`config.mk`:
```
export PLATFORM = sky130hd
export DESIGN_NAME = ph_regulator
export DESIGN_NICKNAME = d
export VERILOG_FILES = /design/src/rtl/ph_pkg.sv /design/src/rtl/ph_cfg_regs.sv /design/src/rtl/ph_phase_sel.sv /design/src/rtl/ph_hyst.sv /design/src/rtl/ph_deadtime.sv /design/src/rtl/ph_regulator.sv
export SDC_FILE = /design/constraint.sdc
export NUM_CORES = 1
export LEC_CHECK = 0
export ABC_AREA = 1
export BUFFER_PORTS_ARGS = -buffer_cell sky130_fd_sc_hd__clkbuf_2
export CAP_MARGIN = 20
export CELL_PAD_IN_SITES_DETAIL_PLACEMENT = 1
export CELL_PAD_IN_SITES_GLOBAL_PLACEMENT = 2
export CORE_AREA = 2 2 68 134
export DETAILED_ROUTE_END_ITERATION = 8
export DIE_AREA = 0 0 70 136
export GPL_TIMING_DRIVEN = 0
export PLACE_DENSITY = 0.81
export SLEW_MARGIN = 20
export SYNTH_ARGS = -nofsm -noshare
export SYNTH_HDL_FRONTEND = slang
export SYNTH_SLANG_ARGS = --single-unit
```
`constraint.sdc`:
```
create_clock -name clk -period 3.9 [get_ports clk]
set_clock_uncertainty 0.2 [all_clocks]
set_input_delay 0.78 -clock clk [delete_from_list [all_inputs] [get_ports clk]]
set_output_delay 0.78 -clock clk [all_outputs]
set_load 0.005 [all_outputs]
```
`src/rtl/ph_pkg.sv`:
```
`timescale 1ns/1ps
package ph_pkg;
    localparam int CUR_W        = 7;
    localparam int DWELL_W      = 8;
    localparam int CFG_AW       = 3;
    localparam int CFG_DW       = 8;
    localparam int AUX_MODE_BIT = 3;

    localparam logic [CFG_AW-1:0] ADR_AUX    = 3'd1;
    localparam logic [CFG_AW-1:0] ADR_PK_HI  = 3'd2;
    localparam logic [CFG_AW-1:0] ADR_PK_LO  = 3'd3;
    localparam logic [CFG_AW-1:0] ADR_HD_HI  = 3'd4;
    localparam logic [CFG_AW-1:0] ADR_HD_LO  = 3'd5;
    localparam logic [CFG_AW-1:0] ADR_DWELL  = 3'd6;

    typedef logic [CUR_W-1:0]   cur_t;
    typedef logic [DWELL_W-1:0] dwell_t;

    typedef struct packed {
        cur_t hi;
        cur_t lo;
    } thr_pair_t;

    typedef struct packed {
        logic      lvl_mode;
        thr_pair_t peak;
        thr_pair_t hold;
        dwell_t    dwell;
    } cfg_t;

    typedef enum logic [1:0] {
        DT_OFF = 2'd0,
        DT_HS  = 2'd1,
        DT_CL  = 2'd2
    } dt_state_e;

    localparam cfg_t CFG_RST = '{
        lvl_mode: 1'b0,
        peak:     '{hi: cur_t'(100), lo: cur_t'(90)},
        hold:     '{hi: cur_t'(40),  lo: cur_t'(30)},
        dwell:    dwell_t'(4)
    };

    function automatic thr_pair_t pick_pair(input logic use_peak, input cfg_t c);
        return use_peak ? c.peak : c.hold;
    endfunction
endpackage

```
`src/rtl/ph_cfg_regs.sv`:
```
`timescale 1ns/1ps
module ph_cfg_regs
    import ph_pkg::*;
(
    input  logic              clk,
    input  logic              rst,
    input  logic              we_i,
    input  logic [CFG_AW-1:0] addr_i,
    input  logic [CFG_DW-1:0] wdata_i,
    output cfg_t              cfg_o
);
    cfg_t cfg_q;

    always_ff @(posedge clk) begin
        if (rst) begin
            cfg_q <= CFG_RST;
        end else if (we_i) begin
            case (addr_i)
                ADR_AUX:   cfg_q.lvl_mode <= wdata_i[AUX_MODE_BIT];
                ADR_PK_HI: cfg_q.peak.hi  <= wdata_i[CUR_W-1:0];
                ADR_PK_LO: cfg_q.peak.lo  <= wdata_i[CUR_W-1:0];
                ADR_HD_HI: cfg_q.hold.hi  <= wdata_i[CUR_W-1:0];
                ADR_HD_LO: cfg_q.hold.lo  <= wdata_i[CUR_W-1:0];
                ADR_DWELL: cfg_q.dwell    <= wdata_i[DWELL_W-1:0];
                default:   ;
            endcase
        end
    end

    assign cfg_o = cfg_q;

    AST_AUX_WRITE_LANDS: assert property (@(posedge clk) disable iff (rst)
        (we_i && addr_i == ADR_AUX) |=> (cfg_q.lvl_mode == $past(wdata_i[AUX_MODE_BIT])));
endmodule

```
`src/rtl/ph_phase_sel.sv`:
```
`timescale 1ns/1ps
module ph_phase_sel
    import ph_pkg::*;
#(
    parameter int SYNC_STAGES = 2
) (
    input  logic   clk,
    input  logic   rst,
    input  logic   cmd_i,
    input  logic   lvl_mode_i,
    input  dwell_t dwell_i,
    input  logic   pin_i,
    output logic   peak_o
);
    localparam int CHAIN_W = SYNC_STAGES + 1;

    logic [CHAIN_W-1:0] chain_q;
    logic               pin_s;
    logic               pin_rise;
    dwell_t             cnt_q;

    always_ff @(posedge clk) begin
        if (rst) chain_q <= '0;
        else     chain_q <= {chain_q[CHAIN_W-2:0], pin_i};
    end

    assign pin_s    = chain_q[SYNC_STAGES-1];
    assign pin_rise = chain_q[SYNC_STAGES-1] & ~chain_q[SYNC_STAGES];

    always_ff @(posedge clk) begin
        if (rst) begin
            cnt_q <= CFG_RST.dwell;
        end else if (!cmd_i) begin
            cnt_q <= dwell_i;
        end else if (pin_rise && cnt_q != '0) begin
            cnt_q <= cnt_q - 1'b1;
        end
    end

    generate
        if (SYNC_STAGES > 0) begin : g_sel
            assign peak_o = lvl_mode_i ? pin_s : (cnt_q != '0);
        end
    endgenerate

    AST_DWELL_NEVER_CLIMBS: assert property (@(posedge clk) disable iff (rst)
        (cmd_i && $past(cmd_i)) |-> (cnt_q <= $past(cnt_q)));
endmodule

```
`src/rtl/ph_hyst.sv`:
```
`timescale 1ns/1ps
module ph_hyst
    import ph_pkg::*;
(
    input  logic      clk,
    input  logic      rst,
    input  logic      cmd_i,
    input  cur_t      cur_i,
    input  thr_pair_t pair_i,
    output logic      hs_req_o,
    output logic      loop_o
);
    logic req_q;

    always_ff @(posedge clk) begin
        if (rst || !cmd_i) begin
            req_q <= 1'b1;
        end else if (cur_i >= pair_i.hi) begin
            req_q <= 1'b0;
        end else if (cur_i < pair_i.lo) begin
            req_q <= 1'b1;
        end
    end

    always_comb begin
        if (req_q) loop_o = (cur_i >= pair_i.hi);
        else       loop_o = (cur_i >= pair_i.lo);
    end

    assign hs_req_o = req_q;

    AST_REQ_OFF_AT_UPPER: assert property (@(posedge clk) disable iff (rst)
        (cmd_i && cur_i >= pair_i.hi) |=> !req_q);
    AST_REQ_ON_BELOW_LOWER: assert property (@(posedge clk) disable iff (rst)
        (cmd_i && cur_i < pair_i.lo && cur_i < pair_i.hi) |=> req_q);
endmodule

```
`src/rtl/ph_deadtime.sv`:
```
`timescale 1ns/1ps
module ph_deadtime
    import ph_pkg::*;
#(
    parameter int DEAD_CYC = 2
) (
    input  logic clk,
    input  logic rst,
    input  logic cmd_i,
    input  logic hs_req_i,
    output logic hs_gate_o,
    output logic clamp_gate_o
);
    localparam int              GAP_W    = (DEAD_CYC > 1) ? $clog2(DEAD_CYC) : 1;
    localparam logic [GAP_W-1:0] GAP_LOAD = GAP_W'(DEAD_CYC - 1);

    dt_state_e        st_q;
    logic [GAP_W-1:0] gap_q;

    always_ff @(posedge clk) begin
        if (rst || !cmd_i) begin
            st_q  <= DT_OFF;
            gap_q <= '0;
        end else begin
            case (st_q)
                DT_HS: begin
                    if (!hs_req_i) begin
                        st_q  <= DT_OFF;
                        gap_q <= GAP_LOAD;
                    end
                end
                DT_CL: begin
                    if (hs_req_i) begin
                        st_q  <= DT_OFF;
                        gap_q <= GAP_LOAD;
                    end
                end
                default: begin
                    if (gap_q != '0) gap_q <= gap_q - 1'b1;
                    else             st_q  <= hs_req_i ? DT_HS : DT_CL;
                end
            endcase
        end
    end

    assign hs_gate_o    = cmd_i && (st_q == DT_HS);
    assign clamp_gate_o = cmd_i && (st_q == DT_CL);

    AST_NO_OVERLAP: assert property (@(posedge clk) disable iff (rst)
        !(hs_gate_o && clamp_gate_o));
    AST_GAP_HS_TO_CL: assert property (@(posedge clk) disable iff (rst)
        $rose(clamp_gate_o) |-> (!$past(hs_gate_o) && !$past(hs_gate_o, 2)));
    AST_GAP_CL_TO_HS: assert property (@(posedge clk) disable iff (rst)
        $rose(hs_gate_o) |-> (!$past(clamp_gate_o) && !$past(clamp_gate_o, 2)));
endmodule

```
`src/rtl/ph_regulator.sv`:
```
`timescale 1ns/1ps
module ph_regulator
    import ph_pkg::*;
#(
    parameter int DEAD_CYC    = 2,
    parameter int SYNC_STAGES = 2
) (
    input  logic              clk,
    input  logic              rst,
    input  logic              en_i,
    input  logic              ctrl_i,
    input  logic              phase_pin_i,
    input  logic [CUR_W-1:0]  cur_i,
    input  logic              cfg_we_i,
    input  logic [CFG_AW-1:0] cfg_addr_i,
    input  logic [CFG_DW-1:0] cfg_wdata_i,
    output logic              hs_gate_o,
    output logic              clamp_gate_o,
    output logic              loop_o,
    output logic              phase_peak_o
);
    cfg_t      cfg;
    thr_pair_t pair;
    logic      cmd;
    logic      peak;
    logic      hs_req;

    assign cmd = en_i & ctrl_i;

    ph_cfg_regs u_cfg (
        .clk     (clk),
        .rst     (rst),
        .we_i    (cfg_we_i),
        .addr_i  (cfg_addr_i),
        .wdata_i (cfg_wdata_i),
        .cfg_o   (cfg)
    );

    ph_phase_sel #(.SYNC_STAGES(SYNC_STAGES)) u_phase (
        .clk        (clk),
        .rst        (rst),
        .cmd_i      (cmd),
        .lvl_mode_i (cfg.lvl_mode),
        .dwell_i    (cfg.dwell),
        .pin_i      (phase_pin_i),
        .peak_o     (peak)
    );

    assign pair = pick_pair(peak, cfg);

    ph_hyst u_hyst (
        .clk      (clk),
        .rst      (rst),
        .cmd_i    (cmd),
        .cur_i    (cur_i),
        .pair_i   (pair),
        .hs_req_o (hs_req),
        .loop_o   (loop_o)
    );

    ph_deadtime #(.DEAD_CYC(DEAD_CYC)) u_dt (
        .clk          (clk),
        .rst          (rst),
        .cmd_i        (cmd),
        .hs_req_i     (hs_req),
        .hs_gate_o    (hs_gate_o),
        .clamp_gate_o (clamp_gate_o)
    );

    assign phase_peak_o = peak;
endmodule

```
Word-level counts from Yosys, hierarchy flattened
Cells that the tools add are included.
- add/subtract/negate cells: 2
- order comparisons: 3
- equal/unequal tests: 12
- multiplexer cells: 16
- bitwise gates (word level): 3
- reductions and logical operators: 15
- operator list (kind ; number):
    8-bit two-way mux ; 2
    7-bit >= comparator ; 2
    14-bit two-way mux ; 1
    2-bit AND reduction ; 7
    3-bit equality test (second input constant) ; 3
    2-bit two-way mux ; 4
    8-bit nonzero test ; 1
    8-bit by 1-bit subtractor with 8-bit output (second input constant) ; 1
    7-bit less-than comparator ; 1
    1-bit two-way mux ; 7
    3-bit by 2-bit equality test with 1-bit output (second input constant) ; 2
    2-bit != test (second input constant) ; 3
    2-bit case mux with 2 select lines ; 1
    3-bit by 1-bit equality test with 1-bit output (second input constant) ; 1
    1-bit logical AND ; 3
    3-bit != test (second input constant) ; 1
    3-bit AND reduction ; 1
    1-bit AND ; 2
    2-bit by 1-bit equality test with 1-bit output (second input constant) ; 1
    2-bit equality test (second input constant) ; 1
    1-bit case mux with 2 select lines ; 1
    2-bit nonzero test ; 1
    1-bit zero test ; 1
    1-bit logical OR ; 1
    2 further kinds ; 2
- bits in registers: 52
- input port bits: 24

Longest topological paths before layout
Gate-level depths: netlist (run 1).
- depth in word-level cells: 6
- gate-level depth with buffers: 18
- gate-level depth less buffers: 17

Cells and area by module
Synthesis (run 1) repeated with hierarchy kept, for this count alone.
- cells, all modules: 484
- area, all modules: 3078.0 um2
- by module, submodules not included (module ; times used ; cells an instance ; area an instance (um2) ; seq. area each (um2)):
    ph_cfg_regs ; 1 ; 211 ; 1490.2 ; 740.7
    ph_phase_sel ; 1 ; 115 ; 723.2 ; 220.2
    ph_hyst ; 1 ; 78 ; 454.2 ; 20.0
    ph_deadtime ; 1 ; 33 ; 222.7 ; 60.1
    ph_regulator ; 1 ; 47 ; 187.7 ; 0.0

Worst setup path after synthesis (run 1)
OpenSTA, ideal clock, no wires.
- path type: register to output
- start point: register u_phase.cnt_q[0]
- end point: output port loop_o
- data arrival time: 2.067 ns
- slack: 0.853 ns
- stages on the path, launching flop included: 17
- buffers on the path: 2
- path through: dfxtp_1 inv_1 ha_1 nor3b_2 nand2_2 nand2_2 o21ai_2 buf_6 buf_6 o21ai_2 ha_1 nand2_1 o21ai_0 nand2_1 a21oi_1 nor2_1 nand2_1
- longest elaborated chain between the ends: 5
- elaborated cells on any way between the ends: 6
- those cells by class: 2 x order compare; 3 x mux; 1 x reduce/logical
- RTL lines (element ; line ; RTL):
    start, declared ; ph_phase_sel.sv:20 ; dwell_t cnt_q;
    start signal, assigned ; ph_phase_sel.sv:32 ; cnt_q <= CFG_RST.dwell;
    start signal, assigned ; ph_phase_sel.sv:34 ; cnt_q <= dwell_i;
    start signal, assigned ; ph_phase_sel.sv:36 ; cnt_q <= cnt_q - 1'b1;
    8-bit nonzero test * ; ph_phase_sel.sv:42 ; assign peak_o = lvl_mode_i ? pin_s : (cnt_q != '0);
    1-bit two-way mux * ; ph_phase_sel.sv:42 ;
    via phase_peak_o ; ph_regulator.sv:20 ; output logic phase_peak_o
    14-bit two-way mux * ; ph_pkg.sv:45 ; return use_peak ? c.peak : c.hold;
    7-bit >= comparator, on equally long branches ; ph_hyst.sv:27, ph_hyst.sv:26 ;
    1-bit two-way mux * ; ph_hyst.sv:26 ; if (req_q) loop_o = (cur_i >= pair_i.hi);
    end, declared ; ph_regulator.sv:19 ; output logic loop_o,
The timed path passes the listed nets; every way through them passes the cells marked *.

Worst setup path after layout (run 1)
- start point: register u_phase.cnt_q[0]
- end point: output port loop_o
- longest elaborated chain between the ends: 5
- elaborated cells on any way between the ends: 6
- those cells by class: 2 x order compare; 3 x mux; 1 x reduce/logical
- RTL lines (element ; line):
    8-bit nonzero test * ; ph_phase_sel.sv:42
    1-bit two-way mux * ; ph_phase_sel.sv:42
    14-bit two-way mux * ; ph_pkg.sv:45
    7-bit >= comparator, on equally long branches ; ph_hyst.sv:27, ph_hyst.sv:26
    1-bit two-way mux * ; ph_hyst.sv:26
Mark *: on every way between the ends. The rest lies on a longest branch, timed or not.

==> results of run 1 <==
## tightest hold or removal path, delay by kind of cell, from the launching register on
family | cells | cell delay (ps)
flip-flops | 1 | 300
buffers and inverters | 1 | 40
AND/OR/NAND/NOR | 1 | 30
## registers in the layout, indices dropped and copies added (netlist names)
signal	cells
u_dt.st_q	2
u_cfg.cfg_o	37
u_phase.chain_q	3
u_phase.cnt_q	8
u_dt.gap_q	1
u_hyst.hs_req_o	1
## cell type report
type	instances	area [sq um]
fill	1099	5380
multi-input combinational	268	1440
sequential	52	1040
inverter	51	191
timing repair buffer	28	143
clock buffer	6	139
tap	100	125
buffer	11	65.1
clock inverter	2	10.0
## layout by cell type, fill, tap and decap left out, types with 6 or more instances in the layout
| cell | count |
|---|---|
| ha_1 | 18 |
| inv_1 | 46 |
| nand3_1 | 23 |
| dfxtp_1 | 50 |
| nand2_1 | 93 |
| o21ai_2 | 10 |
| o21ai_0 | 24 |
| clkbuf_2 | 26 |
| a21oi_1 | 39 |
| clkbuf_1 | 7 |
| o21ai_1 | 6 |
| nor2_1 | 29 |
## metal layers
| layer | routed length (um) | share of wire [%] |
|---|---|---|
| met1 | 2800 | 35 |
| met2 | 4830 | 61 |
| met3 | 153 | 1.9 |
| met4 | 185 | 2.3 |
| met5 | 0 | 0 |
## through the flow
| step | cells | hold WS [ps] |
|---|---|---|
| 6_report | 518 | 209 |
| 5_1_grt | 518 | 229 |
| 4_1_cts | 516 | 213 |
| 3_5_place_dp | 508 | 203 |
| 3_3_place_gp | 508 | 191 |
| 2_1_floorplan | 382 | 188 |
## path summary, 6_finish.rpt
check                     startpoint            endpoint  slack, ps  cells after the start
setup reg to reg    u_phase.cnt_q[0]     u_hyst.hs_req_o       1250                     14
setup / recovery    u_phase.cnt_q[0]              loop_o        180                     16
hold reg to reg   u_phase.chain_q[0]  u_phase.chain_q[1]        210                      2
hold / removal    u_phase.chain_q[0]  u_phase.chain_q[1]        210                      2
## power by group
part	internal (mW)	leakage [nW]	switching, mW	total [mW]
clock	0.253	0.0766	0.190	0.444
combinational	0.0675	0.920	0.118	0.186
sequential	0.548	0.424	0.0101	0.559
total	0.869	1.42	0.319	1.19
## repair_timing
| action | in CTS | in global routing |
|---|---|---|
| gates resized for setup | 1 | 14 |
| setup buffers | 0 | 1 |
| endpoints found under the hold margin | 0 | 0 |
| endpoints found under the setup margin | 1 | 1 |
| gates cloned | 0 | 1 |
## cell families after synthesis
family / Yosys count
AO/OA/AOI/OAI: 88
XOR/XNOR: 2
AND/OR/NAND/NOR: 160
flip-flops: 52
buffers and inverters: 62
adder cells (fa/ha/maj): 18
==> results.tsv, run 1 <==
stage	metric	value	unit
timing	Final WS setup	183	ps
worst_setup_path	Worst path top cell family by delay	compound AO/OA/AOI/OAI gates	
timing	Final TNS setup	0	ps
route	First DRT Iteration DRCs	45	
finish	final antenna diode count	0	
yosys	mux cell area share after synthesis	0	%
worst_setup_path	CP max-delay cell	dfxtp_2	
floorplan	Initial Utilization	31.8	%
yosys	most common cell in the netlist	nand2_1	
timing	Slew @ Worst Pin	557	ps
job	max cap viols	0	
floorplan	I/O pin total	28	
route	number of routed nets with antenna violations	0	
worst_setup_path	Arr. time, crit path	2740	ps
route	Vias	2589	
min_path	HP Class	reg -> reg	
placement	post-detail-place hpwl	6360	um
placement	IO buf count	26	
worst_setup_path	critical path's largest stage delay	350	ps
worst_setup_path	Required @ worst endpoint	2920	ps
power	Overall Power	1.19	mW
run_status	status	finished clean	
floorplan	die area	9520	sq um
finish	fin area	3150	sq um
floorplan	num rows	48	
worst_setup_path	Worst setup SP type	flip-flop	
global_route	met2 Resource Use GR	35.8	%
timing	RSZ-0062 raised after global routing	false	
clock_network	CTS Hold Buffers Added	0	
timing	Final Cycle Share	95.3	%
placement	placed cell areas	2970	sq um
clock_network	CTS tree	built	
global_route	GRT met3 Usage	2.74	%
global_route	largest net degree at the start of global routing	16	
yosys	Post-Syn Area	2710	sq um
yosys	largest family of logic cells by synthesized area	simple AND/OR/NAND/NOR gates	
power	Worst VDD drop	0.276	mV
worst_setup_path	crit-path cells	inv_2 -> ha_1 -> nor3b_2 -> nand2_2 -> nand2_2 -> o21ai_2 -> buf_6 -> buf_8 -> o21ai_2 -> ha_1 -> nand2_1 -> o21a_1 -> a21oi_1 -> nor2_1 -> nand2_1 -> clkbuf_2	
clock_network	Root Driver	clkbuf_16	
global_route	Congestion Overflow GR	0	
route	first-pass detailed-route iteration total	4	
yosys	leading cell types by count after synthesis	nand2_1 (93), dfxtp_1 (52), inv_1 (48)	
clock_network	CTS H-tree lvls	2	
yosys	area leader, netlist	dfxtp_1	
timing	fin crit period	3720	ps
yosys	EDFF count, synth	0	
timing	Final setup viols	0	
yosys	post-synthesis cell type count	28	
timing	Max Fclk	269	MHz
power	pwr dens	377	nW/um^2
yosys	Post-Syn Instances	382	
yosys	xor/xnor cell area share of the yosys netlist	0.646	%
yosys	asr flop ratio synth	0	%
timing	final slew viol count	0	
floorplan	die height	136	um
route	DRT Wirelength	7970	um
yosys	Ys Warns	0	
route	WL per Instance	15.4	um
yosys	Yosys reg bits	52	
global_route	busiest metal layer after global routing	met2	
finish	utilization after layout	37.0	%
worst_setup_path	worst-path maximum fanout	10	
placement	Final GP Congestion	0.848	
floorplan	die width	70	um
clock_network	Skew-Pair Late Insertion Delay	290	ps
yosys	Seq/Total Area, Yosys	38.4	%
worst_setup_path	sum of buffers and inverters on the critical path	4	
global_route	global-route wire length before repair	12600	um
finish	fin nets	459	
global_route	GRT met1 Usage	15.5	%
yosys	Simple-Gate Fraction of Synth Area	25.1	%
yosys	syn nets	424	
route	Remaining DRCs	0	
worst_setup_path	Worst setup EP type	output pin	
placement	DP Worst Slack	173	ps
timing	final hold viol count	0	
global_route	vias in the first global route	2606	
worst_setup_path	worst setup path category	reg -> out	
clock_network	clock buffer depth	2	
yosys	syn_area_per_cell	7.09	sq um
yosys	synth top area cells	dfxtp_1 (38%), nand2_1 (13%), ha_1 (8.3%), a21oi_1 (7.2%), inv_1 (6.6%)	
clock_network	CTS buffer count	5	
finish	synth-to-layout area growth	16.3	%
yosys	post-synthesis compound-gate area fraction	18.3	%
yosys	post-synth top area share	38.4	%
timing	Slew headroom	62.8	%
floorplan	CORE AREA	8530	sq um
global_route	antenna violations before repair	0	
yosys	post-synthesis adder-cell area fraction	8.31	%
clock_network	clock-pin slew on the worst setup and hold paths	70	ps
yosys	ys flop type	dfxtp_1	
global_route	Total GRT Usage	17.2	%
clock_network	CTS Sinks	52	
route	Vias/cell	5.00	
power	Static Leak	1.42	nW
finish	share of cells above drive strength 1	16.5	%
No activity file was read; power rests on OpenSTA's default activity.
==> run 2: changes to the inputs <==
--- a/config.mk
+++ b/config.mk
@@ -10,12 +10,13 @@
 export CAP_MARGIN = 20
 export CELL_PAD_IN_SITES_DETAIL_PLACEMENT = 1
 export CELL_PAD_IN_SITES_GLOBAL_PLACEMENT = 2
-export CORE_AREA = 2 2 68 134
+export CORE_AREA = 2 2 73 144
 export DETAILED_ROUTE_END_ITERATION = 8
-export DIE_AREA = 0 0 70 136
+export DIE_AREA = 0 0 75 146
 export GPL_TIMING_DRIVEN = 0
-export PLACE_DENSITY = 0.81
+export PLACE_DENSITY = 0.82
 export SLEW_MARGIN = 20
 export SYNTH_ARGS = -nofsm -noshare
 export SYNTH_HDL_FRONTEND = slang
+export SYNTH_HIERARCHICAL = 1
 export SYNTH_SLANG_ARGS = --single-unit
==> run 2 against run 1 <==
  * Setup slack better by 73 ps
  * Sequential share of layout area is 3.7 points lower
  * Global-route usage is 0.76 points higher
  * Maximum frequency is 2.0% higher
  * Register-to-register slack better by 70 ps
  * Synthesized area is 14% higher
  * Die area is 15% higher
  * Largest cell class unchanged
==> results.tsv, run 2 <==
stage	metric	value	unit
run_status	status	finished clean	
yosys	Ys Warns	6	
worst_setup_path	Arr. time, crit path	2660	ps
timing	RSZ-0062 raised after global routing	false	
clock_network	CTS buffer count	5	
finish	share of cells above drive strength 1	13.9	%
global_route	antenna violations before repair	0	
route	DRT Wirelength	9030	um
yosys	Post-Syn Instances	484	
worst_setup_path	Required @ worst endpoint	2920	ps
global_route	vias in the first global route	3087	
floorplan	CORE AREA	9760	sq um
global_route	global-route wire length before repair	14800	um
route	first-pass detailed-route iteration total	4	
yosys	post-synthesis cell type count	27	
route	Remaining DRCs	0	
finish	final antenna diode count	0	
clock_network	CTS Sinks	52	
route	Vias/cell	4.64	
power	clock share of power	35.3	%
clock_network	Skew-Pair Late Insertion Delay	290	ps
yosys	syn nets	526	
power	Net Sw Power	369	uW
worst_setup_path	worst-path maximum fanout	10	
finish	# fillers	1322	
floorplan	I/O pin total	28	
yosys	EDFF count, synth	0	
clock_network	CTS Hold Buffers Added	0	
global_route	largest net degree at the start of global routing	17	
yosys	leading cell types by count after synthesis	nand2_1 (162), nor2_1 (64), inv_1 (63)	
timing	Final setup viols	0	
finish	Finished Layout Cells	650	
worst_setup_path	worst setup path category	reg -> out	
yosys	syn_area_per_cell	6.36	sq um
finish	fin nets	560	
placement	DP Worst Slack	-19.0	ps
route	Vias	3015	
job	max cap viols	0	
route	First DRT Iteration DRCs	38	
timing	Slew headroom	57.3	%
route	WL per Instance	13.9	um
yosys	area leader, netlist	dfxtp_1	
route	number of routed nets with antenna violations	0	
placement	Inst Count DP	643	
min_path	HP Class	reg -> reg	
placement	placed cell areas	3380	sq um
placement	post-detail-place hpwl	7600	um
worst_setup_path	Worst setup SP type	flip-flop	
yosys	ys flop type	dfxtp_1	
placement	IO buf count	27	
timing	Slew @ Worst Pin	639	ps
power	power share of the combinational group	19.3	%
power	Worst VDD drop	0.308	mV
timing	Final Cycle Share	93.4	%
yosys	Yosys reg bits	52	
finish	max reg flops	37	
power	Pint	874	uW
power	Net Sw Frac	29.7	%
finish	utilization after layout	36.2	%
clock_network	CTS tree	built	
yosys	post-synth top area share	33.8	%
worst_setup_path	Worst setup EP type	output pin	
global_route	Congestion Overflow GR	0	
timing	final hold viol count	0	
yosys	asr flop ratio synth	0	%
yosys	Seq/Total Area, Yosys	33.8	%
finish	most frequent cells in the layout	nand2_1 (162), nor2_1 (63), inv_1 (62)	
clock_network	clock buffer depth	2	
yosys	synth top area cells	dfxtp_1 (34%), nand2_1 (20%), nand3_1 (9.6%), nor2_1 (7.8%), inv_1 (7.7%)	
yosys	Post-Syn Area	3080	sq um
clock_network	CTS H-tree lvls	2	
finish	commonest non-fill, non-tap cell in the layout	nand2_1	
timing	Final WS setup	256	ps
finish	fin area	3540	sq um
power	Flop pwr share	45.4	%
floorplan	Initial Utilization	31.5	%
finish	synth-to-layout area growth	14.9	%
timing	final slew viol count	0	
global_route	Total GRT Usage	17.9	%
clock_network	Root Driver	clkbuf_16	
placement	Final GP Congestion	0.790	
yosys	most common cell in the netlist	nand2_1	
floorplan	die width	75	um
timing	fin crit period	3640	ps
clock_network	clock-pin slew on the worst setup and hold paths	70	ps
floorplan	die height	146	um
floorplan	die area	11000	sq um
floorplan	num rows	51	
power	pwr dens	351	nW/um^2
power	Static Leak	1.86	nW
timing	Final TNS setup	0	ps
timing	Max Fclk	274	MHz
[run 2: changes by cell type after synthesis, moves of 3 or more]
cell / before / now
clkbuf_1: 7 / 2
nand2_1: 93 / 162
o21ai_0: 29 / 5
o21ai_2: 10 / 0
inv_1: 48 / 63
nor2_2: 3 / 6
nand3_1: 23 / 59
a21oi_2: 0 / 3
o211ai_1: 4 / 1
buf_4: 0 / 4
nand2_4: 0 / 3
a21oi_1: 39 / 15
nor2_1: 29 / 64
[run 2: cell families (layout without fill, tap and decap cells)]
family                     Yosys count  in the layout  share of synthesized area [%]
adders and majority gates           18             18                           7.32
DFF                                 52             52                           33.8
xor gates and xnor gates             1              1                          0.285
AOI/OAI and AO/OA                   26             26                           4.76
buffers and inverters               81            115                           11.1
and+or+nand+nor                    306            306                           42.7
[run 2: cell type report]
type                            instances  area, sq um  share of cell area, %
Multi-Input combinational cell        351         1710                   48.3
Sequential cell                        52         1040                   29.4
Inverter                               69          264                   7.46
Tap cell                              132          165                   4.67
Timing Repair Buffer                   27          135                   3.82
Clock buffer                            5          125                   3.54
Buffer                                 12         81.3                   2.30
Clock inverter                          2         16.3                  0.460
[run 2: timing repair]
| action | in CTS | in global routing |
|---|---|---|
| buffers inserted | 0 | 0 |
| cloned | 0 | 0 |
| resized for setup | 2 | 4 |
| setup endpoints to repair | 1 | 1 |
| pin swaps | 0 | 0 |
[run 2: worst max-delay path, cell delays in order (launching register included)]
cell,delay [ps]
dfxtp_1,350
inv_2,80
ha_1,210
nand2_1,110
nor2_2,70
o21ai_4,240
inv_2,120
buf_6,160
nand2_1,60
nand2_1,60
inv_1,60
ha_1,250
nand2_2,110
inv_1,60
a21oi_2,140
nand3_1,90
nand2_1,70
inv_1,40
clkbuf_2,100
[run 2: path summary, 6_finish.rpt]
| kind | end | cells past startpoint | start | slack [ps] |
|---|---|---|---|---|
| setup reg to reg | u_hyst/hs_req_o | 18 | u_phase/cnt_q[0] | 1320 |
| hold reg to reg | u_phase/chain_q[1] | 2 | u_phase/chain_q[0] | 210 |
| setup / recovery | loop_o | 18 | u_phase/cnt_q[0] | 260 |
| hold / removal | u_phase/chain_q[1] | 2 | u_phase/chain_q[0] | 210 |
[run 2: through the flow]
step	power, mW	hold slack (ps)
floorplan	0.737	188
global placement	0.809	203
detailed placement	0.818	200
CTS	1.27	212
global route	1.32	238
finish	1.24	209
[run 2: power groups by stage]
| stage | logic, mW | clock network, mW | registers, mW |
|---|---|---|---|
| global route | 0.275 | 0.478 | 0.567 |
| floorplan | 0.166 | 0 | 0.571 |
| global placement | 0.233 | 0 | 0.576 |
| CTS | 0.243 | 0.461 | 0.564 |
| detailed placement | 0.241 | 0 | 0.576 |
| finish | 0.240 | 0.438 | 0.564 |
[run 2: metal layers]
metal	vias to the layer above	GRT usage, %	wire (um)
met1	1417	16.8	3140
met4	0	5.09	195
met3	11	2.49	159
li1	1556	-	-
met5	-	0	0
met2	31	36.8	5540
